File: config.mk
export PLATFORM = sky130hd
export DESIGN_NAME = i2c_mem_slave
export DESIGN_NICKNAME = d
export VERILOG_FILES = /design/src/rtl/i2c_slv_pkg.sv /design/src/rtl/i2c_line_sync.sv /design/src/rtl/i2c_sel_match.sv /design/src/rtl/i2c_slv_ctrl.sv /design/src/rtl/i2c_mem_slave.sv
export SDC_FILE = /design/constraint.sdc
export NUM_CORES = 1
export LEC_CHECK = 0
export ABC_AREA = 0
export BUFFER_PORTS_ARGS = -buffer_cell sky130_fd_sc_hd__clkbuf_2
export CAP_MARGIN = 20
export CORE_UTILIZATION = 45
export DETAILED_ROUTE_END_ITERATION = 10
export PLACE_DENSITY_LB_ADDON = 0.08
export SYNTH_ARGS = -nofsm -noshare
export SYNTH_HDL_FRONTEND = slang
export SYNTH_SLANG_ARGS = --single-unit
File: constraint.sdc
create_clock -name clk -period 1.7 [get_ports clk]
set_input_delay 0.17 -clock clk [delete_from_list [all_inputs] [get_ports clk]]
set_output_delay 0.17 -clock clk [all_outputs]
set_load 0.02 [all_outputs]
File: src/rtl/i2c_slv_pkg.sv
package i2c_slv_pkg;

  typedef enum logic [3:0] {
    S_IDLE,
    S_SEL,
    S_SEL_ACK,
    S_WADR,
    S_WADR_ACK,
    S_WDAT,
    S_WDAT_ACK,
    S_RDAT,
    S_RDAT_ACK,
    S_SKIP
  } slv_state_e;

  typedef struct packed {
    logic start;
    logic stop;
    logic scl_rise;
    logic scl_fall;
    logic scl;
    logic sda;
  } bus_evt_t;

endpackage

File: src/rtl/i2c_line_sync.sv
module i2c_line_sync #(
  parameter int STAGES = 2
) (
  input  logic                 clk,
  input  logic                 rst,
  input  logic                 scl_i,
  input  logic                 sda_i,
  output i2c_slv_pkg::bus_evt_t ev
);
  localparam int DEPTH = STAGES + 1;

  logic [DEPTH-1:0] scl_sh;
  logic [DEPTH-1:0] sda_sh;

  always_ff @(posedge clk) begin
    if (rst) begin
      scl_sh <= '1;
      sda_sh <= '1;
    end else begin
      scl_sh <= {scl_sh[DEPTH-2:0], scl_i};
      sda_sh <= {sda_sh[DEPTH-2:0], sda_i};
    end
  end

  logic scl_now, scl_prev, sda_now, sda_prev;
  assign scl_now  = scl_sh[STAGES-1];
  assign scl_prev = scl_sh[STAGES];
  assign sda_now  = sda_sh[STAGES-1];
  assign sda_prev = sda_sh[STAGES];

  always_comb begin
    ev.scl      = scl_now;
    ev.sda      = sda_now;
    ev.scl_rise = scl_now & ~scl_prev;
    ev.scl_fall = ~scl_now & scl_prev;
    ev.start    = scl_now & scl_prev & sda_prev & ~sda_now;
    ev.stop     = scl_now & scl_prev & ~sda_prev & sda_now;
  end

endmodule

File: src/rtl/i2c_sel_match.sv
module i2c_sel_match #(
  parameter int          HI_BITS = 1,
  parameter logic [3:0]  TYPE_ID = 4'b1010,
  localparam int         HI_W    = (HI_BITS > 0) ? HI_BITS : 1
) (
  input  logic [7:0]      sel,
  input  logic [2:0]      pins,
  output logic            hit,
  output logic            is_read,
  output logic [HI_W-1:0] hi
);
  logic [2:0] bit_ok;

  for (genvar i = 0; i < 3; i++) begin : g_bit
    if (i < HI_BITS) begin : g_addr
      assign bit_ok[i] = 1'b1;
    end else begin : g_pin
      assign bit_ok[i] = (sel[i+1] == pins[i]);
    end
  end

  if (HI_BITS > 0) begin : g_hi
    assign hi = sel[HI_BITS:1];
  end else begin : g_nohi
    assign hi = 1'b0;
  end

  assign hit     = (sel[7:4] == TYPE_ID) && (&bit_ok);
  assign is_read = sel[0];

endmodule

File: src/rtl/i2c_slv_ctrl.sv
module i2c_slv_ctrl #(
  parameter int  HI_BITS = 1,
  localparam int HI_W    = (HI_BITS > 0) ? HI_BITS : 1,
  localparam int ADDR_W  = 8 + HI_BITS
) (
  input  logic                  clk,
  input  logic                  rst,
  input  i2c_slv_pkg::bus_evt_t ev,
  input  logic [2:0]            pins,
  input  logic [7:0]            rd_data,
  output logic                  sda_oe,
  output logic                  word_load,
  output logic [ADDR_W-1:0]     word_addr,
  output logic                  wr_strobe,
  output logic [7:0]            wr_data,
  output logic                  rd_req,
  output logic                  xfer_end
);
  import i2c_slv_pkg::*;

  slv_state_e      st;
  logic [7:0]      sh;
  logic [2:0]      bcnt;
  logic            engaged;
  logic            rd_mode;
  logic            phase_b;
  logic [HI_W-1:0] hi_q;

  logic [7:0]      in_byte;
  logic            last_bit;
  logic            sel_hit, sel_rd;
  logic [HI_W-1:0] sel_hi;
  logic [HI_W+7:0] full_a;

  assign in_byte  = {sh[6:0], ev.sda};
  assign last_bit = (bcnt == 3'd7);
  assign full_a   = {hi_q, in_byte};

  i2c_sel_match #(.HI_BITS(HI_BITS)) u_match (
    .sel     (in_byte),
    .pins    (pins),
    .hit     (sel_hit),
    .is_read (sel_rd),
    .hi      (sel_hi)
  );

  always_ff @(posedge clk) begin
    if (rst) begin
      st        <= S_IDLE;
      sh        <= '0;
      bcnt      <= '0;
      engaged   <= 1'b0;
      rd_mode   <= 1'b0;
      phase_b   <= 1'b0;
      hi_q      <= '0;
      sda_oe    <= 1'b0;
      word_load <= 1'b0;
      word_addr <= '0;
      wr_strobe <= 1'b0;
      wr_data   <= '0;
      rd_req    <= 1'b0;
      xfer_end  <= 1'b0;
    end else begin
      word_load <= 1'b0;
      wr_strobe <= 1'b0;
      rd_req    <= 1'b0;
      xfer_end  <= 1'b0;
      if (ev.start) begin
        xfer_end <= engaged;
        engaged  <= 1'b0;
        st       <= S_SEL;
        bcnt     <= '0;
        phase_b  <= 1'b0;
        sda_oe   <= 1'b0;
      end else if (ev.stop) begin
        xfer_end <= engaged;
        engaged  <= 1'b0;
        st       <= S_IDLE;
        phase_b  <= 1'b0;
        sda_oe   <= 1'b0;
      end else begin
        case (st)
          S_SEL: begin
            if (ev.scl_rise) begin
              sh   <= in_byte;
              bcnt <= bcnt + 3'd1;
              if (last_bit) begin
                if (sel_hit) begin
                  engaged <= 1'b1;
                  hi_q    <= sel_hi;
                  rd_mode <= sel_rd;
                  rd_req  <= sel_rd;
                  st      <= S_SEL_ACK;
                end else begin
                  st <= S_SKIP;
                end
              end
            end
          end
          S_SEL_ACK, S_WADR_ACK, S_WDAT_ACK: begin
            if (ev.scl_fall) begin
              if (!phase_b) begin
                phase_b <= 1'b1;
                sda_oe  <= 1'b1;
              end else begin
                phase_b <= 1'b0;
                bcnt    <= '0;
                if (st == S_SEL_ACK && rd_mode) begin
                  sh     <= rd_data;
                  sda_oe <= ~rd_data[7];
                  st     <= S_RDAT;
                end else begin
                  sda_oe <= 1'b0;
                  st     <= (st == S_SEL_ACK) ? S_WADR : S_WDAT;
                end
              end
            end
          end
          S_WADR: begin
            if (ev.scl_rise) begin
              sh   <= in_byte;
              bcnt <= bcnt + 3'd1;
              if (last_bit) begin
                word_load <= 1'b1;
                word_addr <= full_a[ADDR_W-1:0];
                st        <= S_WADR_ACK;
              end
            end
          end
          S_WDAT: begin
            if (ev.scl_rise) begin
              sh   <= in_byte;
              bcnt <= bcnt + 3'd1;
              if (last_bit) begin
                wr_strobe <= 1'b1;
                wr_data   <= in_byte;
                st        <= S_WDAT_ACK;
              end
            end
          end
          S_RDAT: begin
            if (ev.scl_rise) begin
              bcnt <= bcnt + 3'd1;
              if (last_bit) st <= S_RDAT_ACK;
            end else if (ev.scl_fall) begin
              sh     <= {sh[6:0], 1'b0};
              sda_oe <= ~sh[6];
            end
          end
          S_RDAT_ACK: begin
            if (ev.scl_fall) begin
              if (!phase_b) begin
                sda_oe <= 1'b0;
              end else begin
                phase_b <= 1'b0;
                bcnt    <= '0;
                sh      <= rd_data;
                sda_oe  <= ~rd_data[7];
                st      <= S_RDAT;
              end
            end else if (ev.scl_rise) begin
              if (!ev.sda) begin
                rd_req  <= 1'b1;
                phase_b <= 1'b1;
              end else begin
                st <= S_SKIP;
              end
            end
          end
          default: ;
        endcase
      end
    end
  end


  oe_moves_scl_low_chk: assert property (@(posedge clk) disable iff (rst)
    (sda_oe != $past(sda_oe)) |-> !ev.scl);


  skip_quiet_chk: assert property (@(posedge clk) disable iff (rst)
    (st == S_SKIP) |-> !sda_oe);


  end_clears_chk: assert property (@(posedge clk) disable iff (rst)
    xfer_end |-> !engaged);


  one_strobe_chk: assert property (@(posedge clk) disable iff (rst)
    $onehot0({word_load, wr_strobe, rd_req, xfer_end}));


  nack_no_req_chk: assert property (@(posedge clk) disable iff (rst)
    (st == S_SKIP) |-> !rd_req);

endmodule

File: src/rtl/i2c_mem_slave.sv
module i2c_mem_slave #(
  parameter int  HI_BITS     = 1,
  parameter int  SYNC_STAGES = 2,
  localparam int ADDR_W      = 8 + HI_BITS
) (
  input  logic              clk,
  input  logic              rst,
  input  logic              scl_i,
  input  logic              sda_i,
  output logic              sda_oe,
  input  logic [2:0]        dev_pins,
  output logic              word_load,
  output logic [ADDR_W-1:0] word_addr,
  output logic              wr_strobe,
  output logic [7:0]        wr_data,
  output logic              rd_req,
  input  logic [7:0]        rd_data,
  output logic              xfer_end
);
  i2c_slv_pkg::bus_evt_t ev;

  i2c_line_sync #(.STAGES(SYNC_STAGES)) u_sync (
    .clk   (clk),
    .rst   (rst),
    .scl_i (scl_i),
    .sda_i (sda_i),
    .ev    (ev)
  );

  i2c_slv_ctrl #(.HI_BITS(HI_BITS)) u_ctrl (
    .clk       (clk),
    .rst       (rst),
    .ev        (ev),
    .pins      (dev_pins),
    .rd_data   (rd_data),
    .sda_oe    (sda_oe),
    .word_load (word_load),
    .word_addr (word_addr),
    .wr_strobe (wr_strobe),
    .wr_data   (wr_data),
    .rd_req    (rd_req),
    .xfer_end  (xfer_end)
  );


  reset_quiet_chk: assert property (@(posedge clk)
    $past(rst) |-> (!sda_oe && !word_load && !wr_strobe && !rd_req && !xfer_end));

endmodule

==> results of run 1 <==
-- cell usage in the layout, fill, tap and decap left out, types with 3 or more instances in the layout --
cell                       synthesis  layout
sky130_fd_sc_hd__a211o_1           3       3
sky130_fd_sc_hd__a211oi_1          8       8
sky130_fd_sc_hd__inv_1             4       3
sky130_fd_sc_hd__dfxtp_2           0       4
sky130_fd_sc_hd__a311oi_1          3       3
sky130_fd_sc_hd__dfxtp_1          46      39
sky130_fd_sc_hd__dfxtp_4           0       3
sky130_fd_sc_hd__nor3_1            3       3
sky130_fd_sc_hd__buf_6             1       7
sky130_fd_sc_hd__nand2_1           5       5
sky130_fd_sc_hd__buf_4             2      42
sky130_fd_sc_hd__or2_1             5       5
sky130_fd_sc_hd__nor2_2            0       6
sky130_fd_sc_hd__or2_2             3       3
sky130_fd_sc_hd__clkbuf_8          0       6
sky130_fd_sc_hd__nor2_1           44      38
sky130_fd_sc_hd__nand2b_1          4       3
sky130_fd_sc_hd__xnor2_1           3       3
sky130_fd_sc_hd__clkbuf_2          0      35
sky130_fd_sc_hd__a21oi_1          10      10
sky130_fd_sc_hd__mux2i_1          28      28
sky130_fd_sc_hd__nand3b_1          4       4
-- cell families (layout without fill, tap and decap cells) --
kind of cell / Yosys count / count (layout)
simple gates: 83 / 83
flops: 46 / 46
compound gates: 44 / 44
mux: 29 / 29
buf+inv: 21 / 98
xor+xnor: 3 / 3
fa+ha+maj: 2 / 2
-- metal layers --
layer	wire length, um	vias to the layer above	track usage [%]
met5	0	-	0
met4	108	0	8.000
met3	197	10	4.131
met2	2417	46	33.97
met1	2411	881	29.45
li1	-	965	-
-- what timing repair did --
action	CTS	global route
setup endpoints to repair	36	38
pin swaps	6	14
gates resized for setup	16	19
gates cloned	1	1
buffers inserted	3	4
-- report_power, final --
part	switching (uW)	total, uW	internal [uW]
clock	373	709	336
combinational	65.7	126	59.8
sequential	6.35	1090	1080
-- state kept, by name, summed over array words and instances, names as in the netlist, 3 cells and up --
name,cells
u_ctrl.st,4
u_ctrl.wr_data,8
u_sync.scl_sh,3
u_ctrl.sh,7
u_ctrl.word_addr,9
u_ctrl.bcnt,3
u_sync.sda_sh,3
-- stage by stage --
stage | instances | setup TNS (ns) | total power (uW) | setup WS (ns) | cell area, um^2
2_1_floorplan | 228 | -1.892 | 1184 | -0.1289 | 2145
3_3_place_gp | 340 | -4.514 | 1234 | -0.1818 | 2599
3_5_place_dp | 340 | -4.967 | 1234 | -0.2279 | 2599
4_1_cts | 352 | -1.958 | 1941 | -0.1587 | 2795
5_1_grt | 357 | -4.561 | 1995 | -0.2155 | 2889
6_report | 357 | -1.949 | 1922 | -0.1398 | 2889
-- worst max-delay path, cell delays in order (launching register included) --
cell	delay [ns]
sky130_fd_sc_hd__dfxtp_2	0.36
sky130_fd_sc_hd__ha_4	0.14
sky130_fd_sc_hd__ha_4	0.12
sky130_fd_sc_hd__inv_2	0.02
sky130_fd_sc_hd__or3_4	0.33
sky130_fd_sc_hd__or3b_4	0.41
sky130_fd_sc_hd__buf_6	0.15
sky130_fd_sc_hd__mux2i_1	0.15
sky130_fd_sc_hd__nor2_1	0.06
-- final cells by class --
class | instances | area, um^2 | share of cell area, %
Timing Repair Buffer | 85 | 574.3 | 19.88
Inverter | 5 | 18.77 | 0.6496
Multi-Input combinational cell | 161 | 1199 | 41.49
Tap cell | 52 | 65.06 | 2.252
Clock inverter | 1 | 8.758 | 0.3032
Sequential cell | 46 | 937.1 | 32.44
Clock buffer | 7 | 86.33 | 2.988
-- worst paths after layout --
check | endpoint | from
setup / recovery | u_ctrl.word_addr[8]$_SDFFE_PP0P_ | u_ctrl.bcnt[0]$_SDFFE_PP0P_
hold / removal | u_sync.scl_sh[0]$_SDFF_PP1_ | scl_i
setup reg to reg | u_ctrl.word_addr[8]$_SDFFE_PP0P_ | u_ctrl.bcnt[0]$_SDFFE_PP0P_
hold reg to reg | u_sync.sda_sh[1]$_SDFF_PP1_ | u_sync.sda_sh[0]$_SDFF_PP1_
==> impl_metrics.ini, run 1 <==
[floorplanning]
die_area_um2 = 4997
dieHeight_um = 70.69
die_w_um = 70.69
floorplan.initialDensity_pct = 47.78
core.rowCount = 24
i_o_pin_cnt = 37
design.core.area_um2 = 4444

[clocking]
cts_inserted_buffers = 5
insertion_delay_ns = 0.30
cts_tree = built
clock_tree_buffer_depth = 2
htree_num_levels = 2
clock_tree.root_cell = sky130_fd_sc_hd__clkbuf_8
worst_setup_hold_path_clk_slew_ns = 0.09
hold_buffers = 0
clock-sinks = 46

[finish]
layout.core_utilization_pct = 65.01
filler_cell_count = 385
diodes = 0
area_growth_pct = 36.06
nets = 321
share_of_cells_above_drive_strength_1_pct = 40.98

[route]
drt_first_iter_violations = 104
wirelength_mm = 5.134
ant_nets = 0
post_drt_wl_per_cell_um = 14.38
vias_cell = 5.328
drt_pass1_iterations = 7
drc = 2
routed-via-count = 1902

[synthesis]
synth_top_family_by_area = simple AND/OR/NAND/NOR gates
synthXorXnorAreaFrac_pct = 1.237
postSynthAreaPerCell_um2 = 9.313
synth-main-ff-cell = sky130_fd_sc_hd__dfxtp_1
yosys-mux-area-fraction_pct = 13.73
synth-async-reset-ratio_pct = 0
synth-compound-area-share_pct = 15.97
synth_enable_flop_cells = 0
synth_seq_cells = 46
synth_area_leader_cell = sky130_fd_sc_hd__dfxtp_1
yosysWarningCount = 0
syn_std_cell_area_um2 = 2123
synth_cell_types = 48
seq_area_frac_synth_pct = 43.37
yosys.area_share.simple_pct = 19.86
syn_inst = 228
synth_adder_area_share_pct = 1.179
synth_most_common_cell = sky130_fd_sc_hd__dfxtp_1
synth_top_cell_area_share_pct = 43.37
syn_nets = 245
synth.area.top_cells = sky130_fd_sc_hd__dfxtp_1 43%, sky130_fd_sc_hd__mux2i_1 13%, sky130_fd_sc_hd__nor2_1 7.8%, sky130_fd_sc_hd__a211oi_1 2.8%, sky130_fd_sc_hd__a21oi_1 2.4%
netlist_top_cells_count = 46 x sky130_fd_sc_hd__dfxtp_1, 44 x sky130_fd_sc_hd__nor2_1, 28 x sky130_fd_sc_hd__mux2i_1, 10 x sky130_fd_sc_hd__a21oi_1, 9 x sky130_fd_sc_hd__clkbuf_1

[worst_setup_path]
worstSetupPathType = reg -> reg
worst-endpoint-arrival_ns = 2.03
critical_path_required_ns = 1.89
worstPathMaxFanout = 5
setup.reg_to_reg.worst_slack_ns = -0.14
worst_r2r_path_depth = 8
cp-start-kind = register
critical_path.endpoint_type = register

[grt]
grt_pass1_vias = 1759
grt_pass1_wl_mm = 8.397
total_routing_resource_utilization_after_global_routing_pct = 21.55
grt-ovfl-total = 0
grt_antenna_before_repair = 0
grt_start_max_net_pins = 32

[placement]
gp_congestion = 0.8721
dp_hpwl_mm = 3.700
placement.io_buffers = 35

[timing]
final.setup.worst_slack_ns = -0.1398
fin_max_slew_vios = 0
post_route_fraction_of_the_period_consumed_by_the_critical_path_pct = 108.2
relSlewSlack_pct = 71.99
finalSetupViolCount = 30
hold_ws_ns = 0.05020
worst_slew_pin_slew_ns = 0.4172
finalClockSkew_ns = 0.008546
max_frequency_ghz = 0.5435
finalHoldViolCount = 0
timing.final.crit_period_ns = 1.840
rsz_0062_raised_after_global_routing = true

[min_path]
worstHoldPathType = in -> reg
worst_hold_path.num_cells = 2

[power]
cellLeakagePower_uw = 0.001333
peak_supply_drop_mv = 0.4408
cellPowerDensity_nw_per_um2 = 665.1

[run_status]
run_status = finished with violations
failing_checks = design-rule violations, negative setup slack

[run]
max-cap-violations = 0
(Power assumes the default switching activity.)
==> run 2: changes to the inputs <==
--- a/config.mk
+++ b/config.mk
@@ -5,7 +5,7 @@
 export SDC_FILE = /design/constraint.sdc
 export NUM_CORES = 1
 export LEC_CHECK = 0
-export ABC_AREA = 0
+export ABC_AREA = 1
 export BUFFER_PORTS_ARGS = -buffer_cell sky130_fd_sc_hd__clkbuf_2
 export CAP_MARGIN = 20
 export CORE_UTILIZATION = 45
==> run 2 against run 1 <==
The flow now finishes without violations. Highest routed layer unchanged. Largest power group is now combinational cells. Routed wire length down 4.7%. Register-to-register slack better by 0.29 ns. Sequential power rose by 25%. Non-clock buffer count fell by 33. Combinational power rose to 13 times the previous value. Core utilization decreased by 7.3 points. Clock skew down 0.00063 ns. Design area shrank 12%. First-iteration DRC count is 49% higher. Worst setup slack improved by 0.29 ns.
==> impl_metrics.ini, run 2 <==
[run_status]
run_status = complete, no violations

[min_path]
worst_hold_path.num_cells = 2
timing.hold.worst.start = scl_i
worstHoldPathType = in -> reg
hold_path_end = u_sync.scl_sh[0]$_SDFF_PP1_

[grt]
grt-ovfl-total = 0
total_routing_resource_utilization_after_global_routing_pct = 22.08
grt_antenna_before_repair = 0
grt_pass1_vias = 1875
grt_start_max_net_pins = 29
grt_pass1_wl_mm = 8.569

[route]
routed-via-count = 1997
drt_pass1_iterations = 4
post_drt_wl_per_cell_um = 12.17
vias_cell = 4.968
drc = 0
drt_first_iter_violations = 155
wirelength_mm = 4.892
ant_nets = 0

[floorplanning]
dieHeight_um = 70.08
core.rowCount = 24
design.core.area_um2 = 4414
i_o_pin_cnt = 37
die_area_um2 = 4911
floorplan.initialDensity_pct = 47.25
die_w_um = 70.08

[synthesis]
synth_adder_area_share_pct = 1.200
syn_nets = 314
synth_seq_cells = 46
yosysWarningCount = 0
synth_top_family_by_area = simple AND/OR/NAND/NOR gates
seq_area_frac_synth_pct = 44.15
postSynthAreaPerCell_um2 = 7.023
synth-main-ff-cell = sky130_fd_sc_hd__dfxtp_1
netlist_top_cells_count = 63 x sky130_fd_sc_hd__nand2_1, 46 x sky130_fd_sc_hd__dfxtp_1, 44 x sky130_fd_sc_hd__nor2_1, 31 x sky130_fd_sc_hd__inv_1, 30 x sky130_fd_sc_hd__o21ai_0
synth_most_common_cell = sky130_fd_sc_hd__nand2_1
synth.area.top_cells = sky130_fd_sc_hd__dfxtp_1 44%, sky130_fd_sc_hd__nand2_1 11%, sky130_fd_sc_hd__nor2_1 7.9%, sky130_fd_sc_hd__o21ai_0 7.2%, sky130_fd_sc_hd__inv_1 5.6%
synth-async-reset-ratio_pct = 0
yosys-mux-area-fraction_pct = 0
synth_top_cell_area_share_pct = 44.15
syn_inst = 297
synth_cell_types = 30
syn_std_cell_area_um2 = 2086
synthXorXnorAreaFrac_pct = 0
synth_area_leader_cell = sky130_fd_sc_hd__dfxtp_1
synth-compound-area-share_pct = 15.96
synth_enable_flop_cells = 0
yosys.area_share.simple_pct = 30.05

[clocking]
insertion_delay_ns = 0.30
cts_tree = built
cts_inserted_buffers = 5
htree_num_levels = 2
clock_tree.root_cell = sky130_fd_sc_hd__clkbuf_8
worst_setup_hold_path_clk_slew_ns = 0.09
clock_tree_buffer_depth = 2
clock-sinks = 46

[timing]
post_route_fraction_of_the_period_consumed_by_the_critical_path_pct = 90.87
timing.final.crit_period_ns = 1.545
worst_slew_pin_slew_ns = 0.2953
rsz_0062_raised_after_global_routing = false
finalSetupViolCount = 0
max_frequency_ghz = 0.6473
fin_max_slew_vios = 0
finalClockSkew_ns = 0.007916
relSlewSlack_pct = 80.29
finalHoldViolCount = 0
totalNegativeSetupSlack_ns = 0

[placement]
dp_hpwl_mm = 3.688
gp_congestion = 0.8845
placement.io_buffers = 35

[worst_setup_path]
worstPathMaxFanout = 6
cp-start-kind = register
crit_path_top_delay_cell = sky130_fd_sc_hd__dfxtp_1
worstPathCellList = ha_1 -> ha_1 -> nand3_2 -> nand2_1 -> nand2_1 -> nor2_2 -> nand2_2 -> o21ai_0 -> a21oi_1
critical_path.reg2reg.startpoint = u_ctrl.bcnt[0]$_SDFFE_PP0P_
timing.critical_path.slowest_cell_delay_ns = 0.36
worst_r2r_path_depth = 9
critical_path_required_ns = 1.90
r2r-end = u_ctrl.st[2]$_SDFFE_PP0P_
worst-endpoint-arrival_ns = 1.75
critical_path.endpoint_type = register
worstSetupPathType = reg -> reg
setup.reg_to_reg.worst_slack_ns = 0.16

[finish]
final_common_cell = sky130_fd_sc_hd__nand2_1
largest_register_ff_count = 9
sequential_cell_area_um2 = 924.6
largest_register = u_ctrl.word_addr
nets = 366
diodes = 0
multi_input_comb_area_um2 = 994.7
share_of_cells_above_drive_strength_1_pct = 24.86
most_frequent_cells_in_the_layout = 63 x sky130_fd_sc_hd__nand2_1, 43 x sky130_fd_sc_hd__dfxtp_1, 42 x sky130_fd_sc_hd__nor2_1
area_growth_pct = 22.20
reg_top3 = u_ctrl.word_addr (9), u_ctrl.wr_data (8), u_ctrl.sh (7)
filler_cell_count = 440

[power]
cellLeakagePower_uw = 0.001267
cellPowerDensity_nw_per_um2 = 1498
overall_power_uw = 3818
peak_supply_drop_mv = 0.7289

[run]
max-cap-violations = 0
## run 2: cell count changes in the layout (fill, tap and decap cells not counted), moves of 7 or more
cell / change
sky130_fd_sc_hd__buf_6: -7
sky130_fd_sc_hd__nand2_1: +58
sky130_fd_sc_hd__nand3_1: +10
sky130_fd_sc_hd__inv_1: +28
sky130_fd_sc_hd__mux2i_1: -28
sky130_fd_sc_hd__a211oi_1: -8
sky130_fd_sc_hd__a21oi_1: +13
sky130_fd_sc_hd__o21ai_0: +27
sky130_fd_sc_hd__buf_4: -26
## run 2: timing repair
action	4_1_cts	5_1_grt
hold buffers	0	0
buffers inserted	0	1
gates resized for setup	0	7
setup endpoints to repair	0	15
## run 2: area by class of cell
cell class                 instances  area share (%)
sequential                        46           36.28
clock buffer                       6           2.847
clock inverter                     2           1.473
inverter                          37           5.449
tap                               52           2.553
timing repair buffer              52           12.37
multi-input combinational        207           39.03
## run 2: per-layer routing
metal	vias up	GRT usage (%)	share of wire (%)
li1	1056	-	-
met1	892	30.11	51
met2	38	33.65	43
met3	11	4.906	3.6
met4	0	9.111	2.6
met5	-	0	0
## run 2: how the worst max path moves through the flow
stage               cells past startpoint                          end  slack, ns                         from
finish                                  9    u_ctrl.st[2]$_SDFFE_PP0P_       0.16  u_ctrl.bcnt[0]$_SDFFE_PP0P_
detailed placement                      9    u_ctrl.st[2]$_SDFFE_PP0P_       0.08  u_ctrl.bcnt[0]$_SDFFE_PP0P_
floorplan                               9    u_ctrl.st[1]$_SDFFE_PP0P_       0.31  u_ctrl.bcnt[0]$_SDFFE_PP0P_
global route                            8  u_ctrl.bcnt[0]$_SDFFE_PP0P_     0.0003    u_ctrl.st[0]$_SDFFE_PP0P_
CTS                                     9    u_ctrl.st[2]$_SDFFE_PP0P_       0.07  u_ctrl.bcnt[0]$_SDFFE_PP0P_
global placement                        8    u_ctrl.sh[6]$_SDFFE_PP0P_       0.09    u_ctrl.st[3]$_SDFFE_PP0P_
## run 2: cells by family (layout without fill, tap and decap cells)
group	count (synthesis)	count (layout)
buffers and inverters	44	97
adder cells (fa/ha/maj)	2	2
flip-flops	46	46
AND/OR/NAND/NOR	144	144
AO/OA/AOI/OAI	61	61
## run 2: critical path: cells and delay by family (launching register included)
family | cells | cell delay (ns)
simple gates | 5 | 0.54
fa+ha+maj | 2 | 0.31
compound gates | 2 | 0.24
flops | 1 | 0.36
## run 2: power by group
group | switching (uW) | internal, uW | total [uW]
Clock | 376 | 439 | 815
Sequential | 138 | 1220 | 1360
Combinational | 1030 | 606 | 1640
Total | 1550 | 2270 | 3820
## run 2: stage by stage
stage	setup slack (ns)	instance area [um^2]	util (%)	hold WS [ns]	instances
after floorplan	0.3115	2086	-	0.2738	297
after global placement	0.09013	2405	54.48	0.3542	393
after detailed placement	0.08241	2405	54.48	0.3598	393
after CTS	0.07468	2515	56.97	0.04159	401
after global routing	0.0003197	2549	57.74	0.04125	402
final	0.1552	2549	57.74	0.04549	402
